[src/rtl/qlf_pkg.sv]
// Package: shared constants for the four-lane FIFO.
// Assumes flag positions are fixed; software decodes them.
package qlf_pkg;
    localparam int unsigned FLAG_W = 7;

    typedef enum int unsigned {
        F_FULL    = 0,
        F_HALF    = 1,
        F_EMPTY   = 2,
        F_TRIG    = 3,
        F_WORD    = 4,
        F_BYTE    = 5,
        F_ILLEGAL = 6
    } flag_idx_e;
endpackage

[src/rtl/qlf_lane.sv]
// Module: one byte lane, a circular buffer with simultaneous push and pop.
// Assumes DEPTH is a power of two and that the caller never pushes when
// full nor pops when empty (checked below).
module qlf_lane #(
    parameter int DEPTH = 16,
    parameter int DW    = 8,
    localparam int AW   = $clog2(DEPTH),
    localparam int CW   = AW + 1
) (
    input  logic          clk,
    input  logic          rst_n,
    input  logic          push,
    input  logic          pop,
    input  logic [DW-1:0] wdata,
    output logic [DW-1:0] head,
    output logic [CW-1:0] count,
    output logic          full,
    output logic          empty
);
    logic [DW-1:0] mem [DEPTH];
    logic [AW-1:0] wr_ptr;
    logic [AW-1:0] rd_ptr;

    // Storage write; data needs no reset.
    always_ff @(posedge clk) begin
        if (push) mem[wr_ptr] <= wdata;
    end

    // Pointer and occupancy update.
    always_ff @(posedge clk) begin
        if (!rst_n) begin
            wr_ptr <= '0;
            rd_ptr <= '0;
            count  <= '0;
        end else begin
            if (push) wr_ptr <= wr_ptr + 1'b1;
            if (pop)  rd_ptr <= rd_ptr + 1'b1;
            case ({push, pop})
                2'b10:   count <= count + 1'b1;
                2'b01:   count <= count - 1'b1;
                default: count <= count;
            endcase
        end
    end

    assign head  = mem[rd_ptr];
    assign full  = (count == CW'(DEPTH));
    assign empty = (count == '0);

    a_r2_no_overflow: assert property (@(posedge clk) disable iff (!rst_n)
        push |-> (count != CW'(DEPTH)));
    a_r3_no_underflow: assert property (@(posedge clk) disable iff (!rst_n)
        pop |-> (count != '0));
endmodule

[src/rtl/qlf_steer.sv]
// Module: decides which lanes push and pop each cycle, refuses requests
// that cannot complete, and keeps the rotating serial lane pointer.
// Assumes LANES is a power of two; TX_SIDE picks the direction.
module qlf_steer #(
    parameter int LANES   = 4,
    parameter bit TX_SIDE = 1'b1,
    localparam int LW     = (LANES > 1) ? $clog2(LANES) : 1
) (
    input  logic               clk,
    input  logic               rst_n,
    input  logic               byte_mode,
    input  logic               host_word_req,
    input  logic               host_byte_req,
    input  logic [LANES*8-1:0] host_wdata,
    input  logic               ser_req,
    input  logic [7:0]         ser_wdata,
    input  logic [LANES-1:0]   lane_full,
    input  logic [LANES-1:0]   lane_empty,
    output logic [LANES-1:0]   lane_push,
    output logic [LANES-1:0]   lane_pop,
    output logic [LANES*8-1:0] lane_wdata,
    output logic [LW-1:0]      sel_lane,
    output logic               illegal
);
    logic [LW-1:0] ser_lane;
    logic          host_one;
    logic          hw_ok;
    logic          hb_ok;
    logic          ser_ok;

    assign host_one = host_word_req ^ host_byte_req;
    assign sel_lane = byte_mode ? '0 : ser_lane;

    if (TX_SIDE) begin : g_tx
        logic unused_ser_wdata;
        assign unused_ser_wdata = ^ser_wdata;
        assign hw_ok  = host_word_req & host_one & ~byte_mode & ~(|lane_full);
        assign hb_ok  = host_byte_req & host_one & byte_mode & ~lane_full[0];
        assign ser_ok = ser_req & ~lane_empty[sel_lane];

        // Host fills lanes; serial side drains the selected lane.
        always_comb begin
            for (int i = 0; i < LANES; i++) begin
                lane_push[i] = hw_ok | (hb_ok && i == 0);
                lane_pop[i]  = ser_ok && (sel_lane == LW'(i));
                lane_wdata[i*8 +: 8] = hw_ok ? host_wdata[i*8 +: 8] : host_wdata[7:0];
            end
        end
    end else begin : g_rx
        logic unused_host_wdata;
        assign unused_host_wdata = ^host_wdata;
        assign hw_ok  = host_word_req & host_one & ~byte_mode & ~(|lane_empty);
        assign hb_ok  = host_byte_req & host_one & byte_mode & ~lane_empty[0];
        assign ser_ok = ser_req & ~lane_full[sel_lane];

        // Serial side fills the selected lane; host drains.
        always_comb begin
            for (int i = 0; i < LANES; i++) begin
                lane_push[i] = ser_ok && (sel_lane == LW'(i));
                lane_pop[i]  = hw_ok | (hb_ok && i == 0);
                lane_wdata[i*8 +: 8] = ser_wdata;
            end
        end
    end

    assign illegal = ((host_word_req | host_byte_req) & ~(hw_ok | hb_ok))
                   | (ser_req & ~ser_ok);

    // Rotating serial lane, advanced only by accepted word-mode transfers.
    always_ff @(posedge clk) begin
        if (!rst_n)                     ser_lane <= '0;
        else if (ser_ok && !byte_mode)  ser_lane <= ser_lane + 1'b1;
    end
endmodule

[src/rtl/qlf_status.sv]
// Module: computes live occupancy conditions for the active view and
// latches them into sticky flags with clear-by-one.
// Assumes lane counts are packed CW bits per lane, lane 0 lowest.
module qlf_status
    import qlf_pkg::*;
#(
    parameter int LANES   = 4,
    parameter int DEPTH   = 16,
    parameter bit TX_SIDE = 1'b1,
    localparam int CW     = $clog2(DEPTH) + 1,
    localparam int OW     = $clog2(LANES*DEPTH + 1)
) (
    input  logic                 clk,
    input  logic                 rst_n,
    input  logic                 byte_mode,
    input  logic [LANES*CW-1:0]  lane_count,
    input  logic                 illegal,
    input  logic [FLAG_W-1:0]    flag_clr,
    output logic [FLAG_W-1:0]    flags,
    output logic                 illegal_irq
);
    localparam int W_CAP = LANES * DEPTH;
    localparam int B_CAP = DEPTH;

    logic [OW-1:0]     occ;
    logic [OW-1:0]     cap;
    logic [OW-1:0]     tx_lvl;
    logic [OW-1:0]     rx_lvl;
    logic              all_ne;
    logic [FLAG_W-1:0] live;

    // Occupancy of the active view and whether every lane holds data.
    always_comb begin
        logic [OW-1:0] sum;
        sum    = '0;
        all_ne = 1'b1;
        for (int i = 0; i < LANES; i++) begin
            sum = sum + OW'(lane_count[i*CW +: CW]);
            if (lane_count[i*CW +: CW] == '0) all_ne = 1'b0;
        end
        occ    = byte_mode ? OW'(lane_count[CW-1:0]) : sum;
        cap    = byte_mode ? OW'(B_CAP) : OW'(W_CAP);
        tx_lvl = byte_mode ? OW'(B_CAP / 4) : OW'(W_CAP / 4);
        rx_lvl = byte_mode ? OW'(B_CAP - B_CAP / 4) : OW'(W_CAP - W_CAP / 4);
    end

    // Live condition vector.
    always_comb begin
        live            = '0;
        live[F_FULL]    = (occ == cap);
        live[F_HALF]    = (occ >= (cap >> 1));
        live[F_EMPTY]   = (occ == '0);
        live[F_TRIG]    = TX_SIDE ? (occ <= tx_lvl) : (occ >= rx_lvl);
        live[F_WORD]    = ~byte_mode & all_ne;
        live[F_BYTE]    = byte_mode & (lane_count[CW-1:0] != '0);
        live[F_ILLEGAL] = illegal;
    end

    // Sticky flags: clear-by-one, live conditions re-set them.
    always_ff @(posedge clk) begin
        if (!rst_n) flags <= '0;
        else        flags <= (flags & ~flag_clr) | live;
    end

    assign illegal_irq = flags[F_ILLEGAL];

    for (genvar g = 0; g < FLAG_W; g++) begin : g_stick
        a_r7_flag_sticky: assert property (@(posedge clk) disable iff (!rst_n)
            (flags[g] && !flag_clr[g]) |=> flags[g]);
    end

    a_r8_illegal_irq: assert property (@(posedge clk) disable iff (!rst_n)
        illegal |=> illegal_irq);
endmodule

[src/rtl/quad_lane_fifo.sv]
// Module: four-lane banked FIFO top. Instantiates the lanes, the request
// steering and the status flags, and forms the read data views.
// Assumes byte_mode changes only while the FIFO is empty.
module quad_lane_fifo
    import qlf_pkg::*;
#(
    parameter int LANES      = 4,
    parameter int LANE_DEPTH = 16,
    parameter bit TX_SIDE    = 1'b1,
    localparam int CW        = $clog2(LANE_DEPTH) + 1,
    localparam int LW        = (LANES > 1) ? $clog2(LANES) : 1
) (
    input  logic               clk,
    input  logic               rst_n,
    input  logic               byte_mode,
    input  logic               host_word_req,
    input  logic               host_byte_req,
    input  logic [LANES*8-1:0] host_wdata,
    output logic [LANES*8-1:0] host_rdata,
    input  logic               ser_req,
    input  logic [7:0]         ser_wdata,
    output logic [7:0]         ser_rdata,
    input  logic [FLAG_W-1:0]  flag_clr,
    output logic [FLAG_W-1:0]  flags,
    output logic               illegal_irq
);
    logic [LANES-1:0]    lane_push;
    logic [LANES-1:0]    lane_pop;
    logic [LANES-1:0]    lane_full;
    logic [LANES-1:0]    lane_empty;
    logic [LANES*8-1:0]  lane_wdata;
    logic [LANES*8-1:0]  heads;
    logic [LANES*CW-1:0] counts;
    logic [LW-1:0]       sel_lane;
    logic                illegal;

    qlf_steer #(.LANES(LANES), .TX_SIDE(TX_SIDE)) u_steer (
        .clk           (clk),
        .rst_n         (rst_n),
        .byte_mode     (byte_mode),
        .host_word_req (host_word_req),
        .host_byte_req (host_byte_req),
        .host_wdata    (host_wdata),
        .ser_req       (ser_req),
        .ser_wdata     (ser_wdata),
        .lane_full     (lane_full),
        .lane_empty    (lane_empty),
        .lane_push     (lane_push),
        .lane_pop      (lane_pop),
        .lane_wdata    (lane_wdata),
        .sel_lane      (sel_lane),
        .illegal       (illegal)
    );

    for (genvar i = 0; i < LANES; i++) begin : g_lane
        qlf_lane #(.DEPTH(LANE_DEPTH), .DW(8)) u_lane (
            .clk   (clk),
            .rst_n (rst_n),
            .push  (lane_push[i]),
            .pop   (lane_pop[i]),
            .wdata (lane_wdata[i*8 +: 8]),
            .head  (heads[i*8 +: 8]),
            .count (counts[i*CW +: CW]),
            .full  (lane_full[i]),
            .empty (lane_empty[i])
        );
    end

    qlf_status #(.LANES(LANES), .DEPTH(LANE_DEPTH), .TX_SIDE(TX_SIDE)) u_status (
        .clk         (clk),
        .rst_n       (rst_n),
        .byte_mode   (byte_mode),
        .lane_count  (counts),
        .illegal     (illegal),
        .flag_clr    (flag_clr),
        .flags       (flags),
        .illegal_irq (illegal_irq)
    );

    // Host read view: all lane heads, or lane 0 zero-extended in byte mode.
    always_comb begin
        host_rdata = heads;
        if (byte_mode) begin
            host_rdata      = '0;
            host_rdata[7:0] = heads[7:0];
        end
    end

    assign ser_rdata = heads[sel_lane*8 +: 8];

    a_r5_byte_lane_only: assert property (@(posedge clk) disable iff (!rst_n)
        byte_mode |-> ((lane_push[LANES-1:1] | lane_pop[LANES-1:1]) == '0));
endmodule

[config.mk]
export PLATFORM = sky130hd
export DESIGN_NAME = quad_lane_fifo
export DESIGN_NICKNAME = d
export VERILOG_FILES = /design/src/rtl/qlf_pkg.sv /design/src/rtl/qlf_lane.sv /design/src/rtl/qlf_steer.sv /design/src/rtl/qlf_status.sv /design/src/rtl/quad_lane_fifo.sv
export SDC_FILE = /design/constraint.sdc
export NUM_CORES = 1
export LEC_CHECK = 0
export BUFFER_PORTS_ARGS = -buffer_cell sky130_fd_sc_hd__buf_2
export CAP_MARGIN = 10
export CORE_ASPECT_RATIO = 1.2
export CORE_MARGIN = 8
export CORE_UTILIZATION = 25
export CTS_BUF_LIST = sky130_fd_sc_hd__clkbuf_8
export CTS_CLUSTER_DIAMETER = 120
export DETAILED_ROUTE_END_ITERATION = 16
export MAX_ROUTING_LAYER = met4
export PLACE_DENSITY_LB_ADDON = 0.3
export SLEW_MARGIN = 20
export SYNTH_ARGS = -nofsm -noshare
export SYNTH_HDL_FRONTEND = slang
export SYNTH_SLANG_ARGS = --single-unit
[constraint.sdc]
create_clock -name clk -period 3.3 [get_ports clk]
set_input_delay 0.495 -clock clk [delete_from_list [all_inputs] [get_ports clk]]
set_output_delay 0.495 -clock clk [all_outputs]
set_load 0.05 [all_outputs]
==> results of run 1 <==
## final timing paths
path | cells after the start | slack [ns] | to
worst min-delay path | 3 | 0.1 | u_status.flags[6]
worst min register to register | 2 | 0.50 | u_status.flags[0]
worst max register to register | 13 | -0.04 | u_status.flags[3]
worst max-delay path | 9 | -0.18 | ser_rdata[4]
## cell type report
cell class / instances / area (um2) / area share
Clock buffer: 114 / 1570 / 0.0517
Timing Repair Buffer: 247 / 2080 / 0.0685
Tap cell: 1270 / 1590 / 0.0524
Antenna cell: 1 / 2.50 / 0.0000824
Multi-Input combinational cell: 783 / 7580 / 0.250
Inverter: 59 / 226 / 0.00746
Clock inverter: 69 / 365 / 0.0120
Sequential cell: 589 / 16900 / 0.558
## metal layers
| metal | global-route usage | wire length [um] | vias to the layer above |
|---|---|---|---|
| met5 | - | 0 | - |
| met4 | 0.0390 | 1770 | 0 |
| met3 | 0.0261 | 3730 | 108 |
| met2 | 0.185 | 30100 | 395 |
| met1 | 0.158 | 29100 | 7229 |
| li1 | - | - | 6389 |
## registers in the layout (all words and copies together) (netlist names), named ones only
signal and count:
g_lane.u_lane.count 20, g_lane.u_lane.mem 512, g_lane.u_lane.rd_ptr 16, g_lane.u_lane.wr_ptr 16, u_status.flags 7, u_steer.ser_lane 2
## kinds of logic after synthesis
logic type	Yosys count	share of synthesized area
xor+xnor	36	0.0129
flops	589	0.691
mux	133	0.119
simple gates	379	0.0694
compound gates	178	0.0517
fa+ha+maj	57	0.0325
buf+inv	131	0.0237
## critical path, stage by stage, from the launching register on
cell and delay (ns):
dfxtp_4 0.41, buf_6 0.14, buf_16 0.14, buf_4 0.12
mux4_2 0.51, nand2_4 0.10, a41oi_4 0.15, o21ai_2 0.19
o211ai_1 0.24, buf_4 0.29
## synthesized netlist by cell type (all sizes together), types with 3 or more instances
cell / number / area (um2)
edfxtp: 512 / 15400
nand2: 150 / 563
mux4: 126 / 2840
nor2: 119 / 447
dfxtp: 77 / 1540
inv: 58 / 218
ha: 46 / 576
a21oi: 42 / 210
clkbuf: 40 / 150
buf: 32 / 208
a41oi: 27 / 236
o21ai: 27 / 135
xor2: 24 / 210
nor3: 23 / 115
a22oi: 21 / 158
nor2b: 21 / 131
and2: 17 / 106
nand2b: 12 / 75.1
xnor2: 12 / 105
fa: 11 / 220
a21o: 9 / 67.6
a22o: 9 / 78.8
and3: 9 / 56.3
a221oi: 8 / 70.1
o211ai: 7 / 52.6
mux2i: 6 / 60.1
nand4: 6 / 43.8
a211oi: 5 / 42.5
nand3: 4 / 20.0
nor4: 4 / 37.5
or3: 4 / 25.0
or4: 4 / 33.8
o21a: 3 / 22.5
o31ai: 3 / 22.5
## cells in the final DEF (no fill, tap or decap), drive strengths merged, types with 3 or more instances in the layout
cell type / instances
edfxtp: 512
buf: 245
nand2: 150
mux4: 126
nor2: 119
clkbuf: 116
inv: 96
dfxtp: 77
ha: 46
a21oi: 42
clkinv: 29
a41oi: 27
o21ai: 27
xor2: 24
nor3: 23
nor2b: 21
a22oi: 21
and2: 17
nand2b: 12
xnor2: 12
fa: 11
a22o: 9
a21o: 9
and3: 9
a221oi: 8
o211ai: 7
mux2i: 6
nand4: 6
a211oi: 5
nand3: 4
nor4: 4
or4: 4
or3: 4
o21a: 3
o31ai: 3
## power breakdown
part / internal [uW] / switching [uW]
Sequential: 8290 / 99.8
Clock: 3320 / 2940
Combinational: 1090 / 1920
Total: 12700 / 4960
## metrics by stage
stage               hold slack [ns]  TNS, ns
floorplan                     0.455        0
global placement              0.466   -0.194
detailed placement            0.477   -0.285
CTS                          0.0148    -2.01
global route                 0.0399    -2.77
finish                       0.0981    -1.33
## repair_timing
action	CTS	global route
cloned	5	1
hold buffers	0	0
setup buffers	21	19
pin swaps	32	41
setup endpoints to repair	25	25
gates resized for setup	113	76
==> flow_summary.toml, run 1 <==
[outcome]
outcome = "finished with violations"
violations = "setup timing"

[floorplanning]
initial_core_util = 0.252
num_rows = 125
core_area_um2 = 97000
die_x_um = 302
num_io_pins = 101
die_y_um = 359
die_area_um2 = 108000

[detailed_routing]
drt_wl_total_um = 64700
vias_per_cell = 4.51
drc = 0
ant_nets = 0
dr.pass1.iters = 7
vias = 14100
wl_per_cell_um = 20.7
drtIter0Drc = 957

[finish]
syn_to_final_growth_pct = 24.0
final_layout_size_suffix_gt1_frac = 0.335
fin_util = 0.313
fin_cells = 3132
fin_area_um2 = 30400
fill_cells = 9634
nNetsFinal = 1890

[job]
cap_violations = 0

[timing]
drv_slew = 0
max_freq_mhz = 288
min_period_ns = 3.48
post-route-worst-setup-slack_ns = -0.177
finClkSkew_ns = 0.0377
setup_viol = 13
max_slew_margin = 0.366
rsz0062_at_grt = "yes"
finalCritPeriodShare = 1.05
tightest_slew_ns = 0.947
final_hold_viol_count = 0

[critical_path]
worst-setup-path-type = "register to output port"
worst_setup_path_start_kind = "register"
worst_setup_path_end_kind = "output port"
cp_max_fo = 7
cp.required_ns = 2.80
regToRegStartpoint = "g_lane[1].u_lane.count[0]"
cp_data_arrival_time_ns = 2.98

[logic_synthesis]
yosys_most_used_dff = "edfxtp_1"
ys_ff_latch = 589
synthesis.area_um2 = 24500
syn_nets = 1613
synth_edf_count = 512
yosysWarningCount = 0
ys_seq_area_frac = 0.691
synth_cells = 1503
async_reset_ff_frac = 0
yosysUniqueCellTypes = 64
avgSynthCellArea_um2 = 16.3

[clock_network]
cts_buffers = 100
clk_pin_slew_ns = 0.06
clk_latency_ns = 0.69
root_buffer = "clkbuf_8"
clockBufferDepth = 3
cts_tree = "yes"
cts.sinks = 589
htreeDepth = 3

[placement]
preCtsSetupSlack_ns = -0.0805
hpwl_um = 43900
placed_area_um2 = 27100
io_buffers = 92
numPlacedInstances = 2904
gp_congestion = 0.814

[grt]
grt_pass1_wl_um = 95500
grt-ovfl-total = 0
grt_pass1_vias = 14800
grt_use_total = 0.120
grt_max_degree = 45
grt_antenna_before_repair = 1

[worst_hold_path]
hold_class = "primary input to register"
min_from = "flag_clr[6]"

[power]
leakage_uw = 0.0102
peakVddDrop_uv = 336
powerDensity_nw_per_um2 = 582
power.total_uw = 17700
Note: power is estimated with default switching activity, not from simulation.
==> run 2, diff against run 1 <==
Settings changed: BUFFER_PORTS_ARGS -buffer_cell sky130_fd_sc_hd__buf_2 to -buffer_cell sky130_fd_sc_hd__buf_4, SKIP_LAST_GASP set to 1.
==> flow_summary.toml, run 2 (synthesis gave the netlist of run 1 again) <==
[finish]
syn_to_final_growth_pct = 23.3
fin_area_um2 = 30200
final_layout_size_suffix_gt1_frac = 0.320
largest_register = "g_lane.u_lane.mem"
final_cell_mix = "edfxtp_1, buf_4, nand2_1"
final_common_cell = "edfxtp_1"
largest_reg_flops = 512
fin_util = 0.311
nNetsFinal = 1876
largestRegisters = "g_lane.u_lane.mem x512, g_lane.u_lane.count x20"

[timing]
finClkSkew_ns = 0.0459
tightest_slew_ns = 0.841
final_hold_viol_count = 0
max_slew_margin = 0.439
finalCritPeriodShare = 1.08
min_period_ns = 3.56
drv_slew = 0
whs_ns = 0.0821
post-route-worst-setup-slack_ns = -0.255
rsz0062_at_grt = "yes"
setup_viol = 13
max_freq_mhz = 281

[critical_path]
cp_max_fo = 8
crit_chain = "buf_12 > mux4_2 > nand2_1 > a41oi_1 > o21ai_1 > o211ai_1 > buf_4"
cp.required_ns = 2.80
slowest_delay_ns = 0.55
worst-setup-path-type = "register to output port"
cp_data_arrival_time_ns = 3.06
crit_path_top_delay_cell = "mux4_2"
worst_setup_path_start_kind = "register"
worst_setup_path_end_kind = "output port"

[placement]
hpwl_um = 44400
placed_area_um2 = 27400
io_buffers = 92
gp_congestion = 0.843

[floorplanning]
die_x_um = 302
core_area_um2 = 97000
die_area_um2 = 108000
num_io_pins = 101
die_y_um = 359
initial_core_util = 0.252
num_rows = 125

[grt]
grt-ovfl-total = 0
grt_pass1_wl_um = 94300
use_met1 = 0.158
use_met2 = 0.186
busiest_layer = "met2"
use_met3 = 0.0219
grt_use_total = 0.119
grt_pass1_vias = 14500
grt_antenna_before_repair = 1
grt_max_degree = 45

[clock_network]
cts_tree = "yes"
clk_latency_ns = 0.73
clk_pin_slew_ns = 0.06
clockBufferDepth = 3
root_buffer = "clkbuf_8"
cts_buffers = 100
htreeDepth = 3
cts.sinks = 589
hold_buffers = 0

[power]
peakVddDrop_uv = 293
pwr-share-clk = 0.353
powerDensity_nw_per_um2 = 587
sw_frac_of_total = 0.282
leakage_uw = 0.0102
switchingPower_uw = 5000
power_frac_comb = 0.172
p_int_uw = 12700
power_frac_seq = 0.474

[detailed_routing]
vias_per_cell = 4.54
drc = 0
vias = 14200
drt_wl_total_um = 64300
ant_nets = 0
dr.pass1.iters = 5
drtIter0Drc = 896
wl_per_cell_um = 20.6

[outcome]
violations = "setup timing"
outcome = "finished with violations"

[job]
cap_violations = 0

[worst_hold_path]
hold_class = "primary input to register"
run 2: cell count changes in the layout (fill, tap and decap cells not counted), sizes merged:
cell    previous run  this run
buf              245       233
clkbuf           116       111
clkinv            29        34
inv               96        92
run 2: path summary, 6_finish.rpt:
check,start,endpoint,slack [ns],depth (start not counted)
setup reg to reg,g_lane[1].u_lane.count[0],u_status.flags[3],0.05,13
hold / removal,flag_clr[6],u_status.flags[6],0.08,3
setup / recovery,register,ser_rdata[7],-0.26,7
hold reg to reg,u_status.flags[4],u_status.flags[4],0.49,2
run 2: cell type report:
class | count | area, um2
multi-input cells | 783 | 7450
clock buffers | 111 | 1530
fillers | 9554 | 66800
flip-flops and latches | 589 | 16900
diodes | 1 | 2.50
inverters | 59 | 226
clock inverters | 70 | 410
well taps | 1270 | 1590
repair buffers | 233 | 2040
run 2: per-stage QoR:
stage                     std cells  worst slack (ns)  total power, uW  setup TNS, ns
after floorplan                1503           0.00776            10300              0
after global placement         2903            -0.112            11400         -0.395
after detailed placement       2903            -0.125            11400         -0.555
after CTS                      3100            -0.285            17800          -2.34
after global routing           3116            -0.315            18400          -3.39
final                          3116            -0.255            17700          -1.87
run 2: worst max-delay path: cells and delay by family (launching register included):
kind            cells  cell delay, ns
compound gates      3            0.74
mux                 1            0.55
flops               1            0.46
buf+inv             2            0.46
simple gates        1            0.13
run 2: layer usage:
layer / up-vias / part of all wire
li1: 6347 / -
met1: 7303 / 0.45
met2: 405 / 0.48
met3: 95 / 0.055
met4: 0 / 0.022
met5: - / 0
run 2: power groups by stage:
stage	logic [uW]	registers (uW)	clock network, uW
final	3060	8400	6260
after global routing	3250	8420	6770
after CTS	2970	8400	6460
after global placement	2830	8550	0
after detailed placement	2860	8560	0
after floorplan	1690	8590	0
run 2: timing repair:
item,4_1_cts,5_1_grt
pin swaps,21,14
setup buffers,12,16
setup endpoints to repair,27,23
gates resized for setup,74,57
cloned,4,0
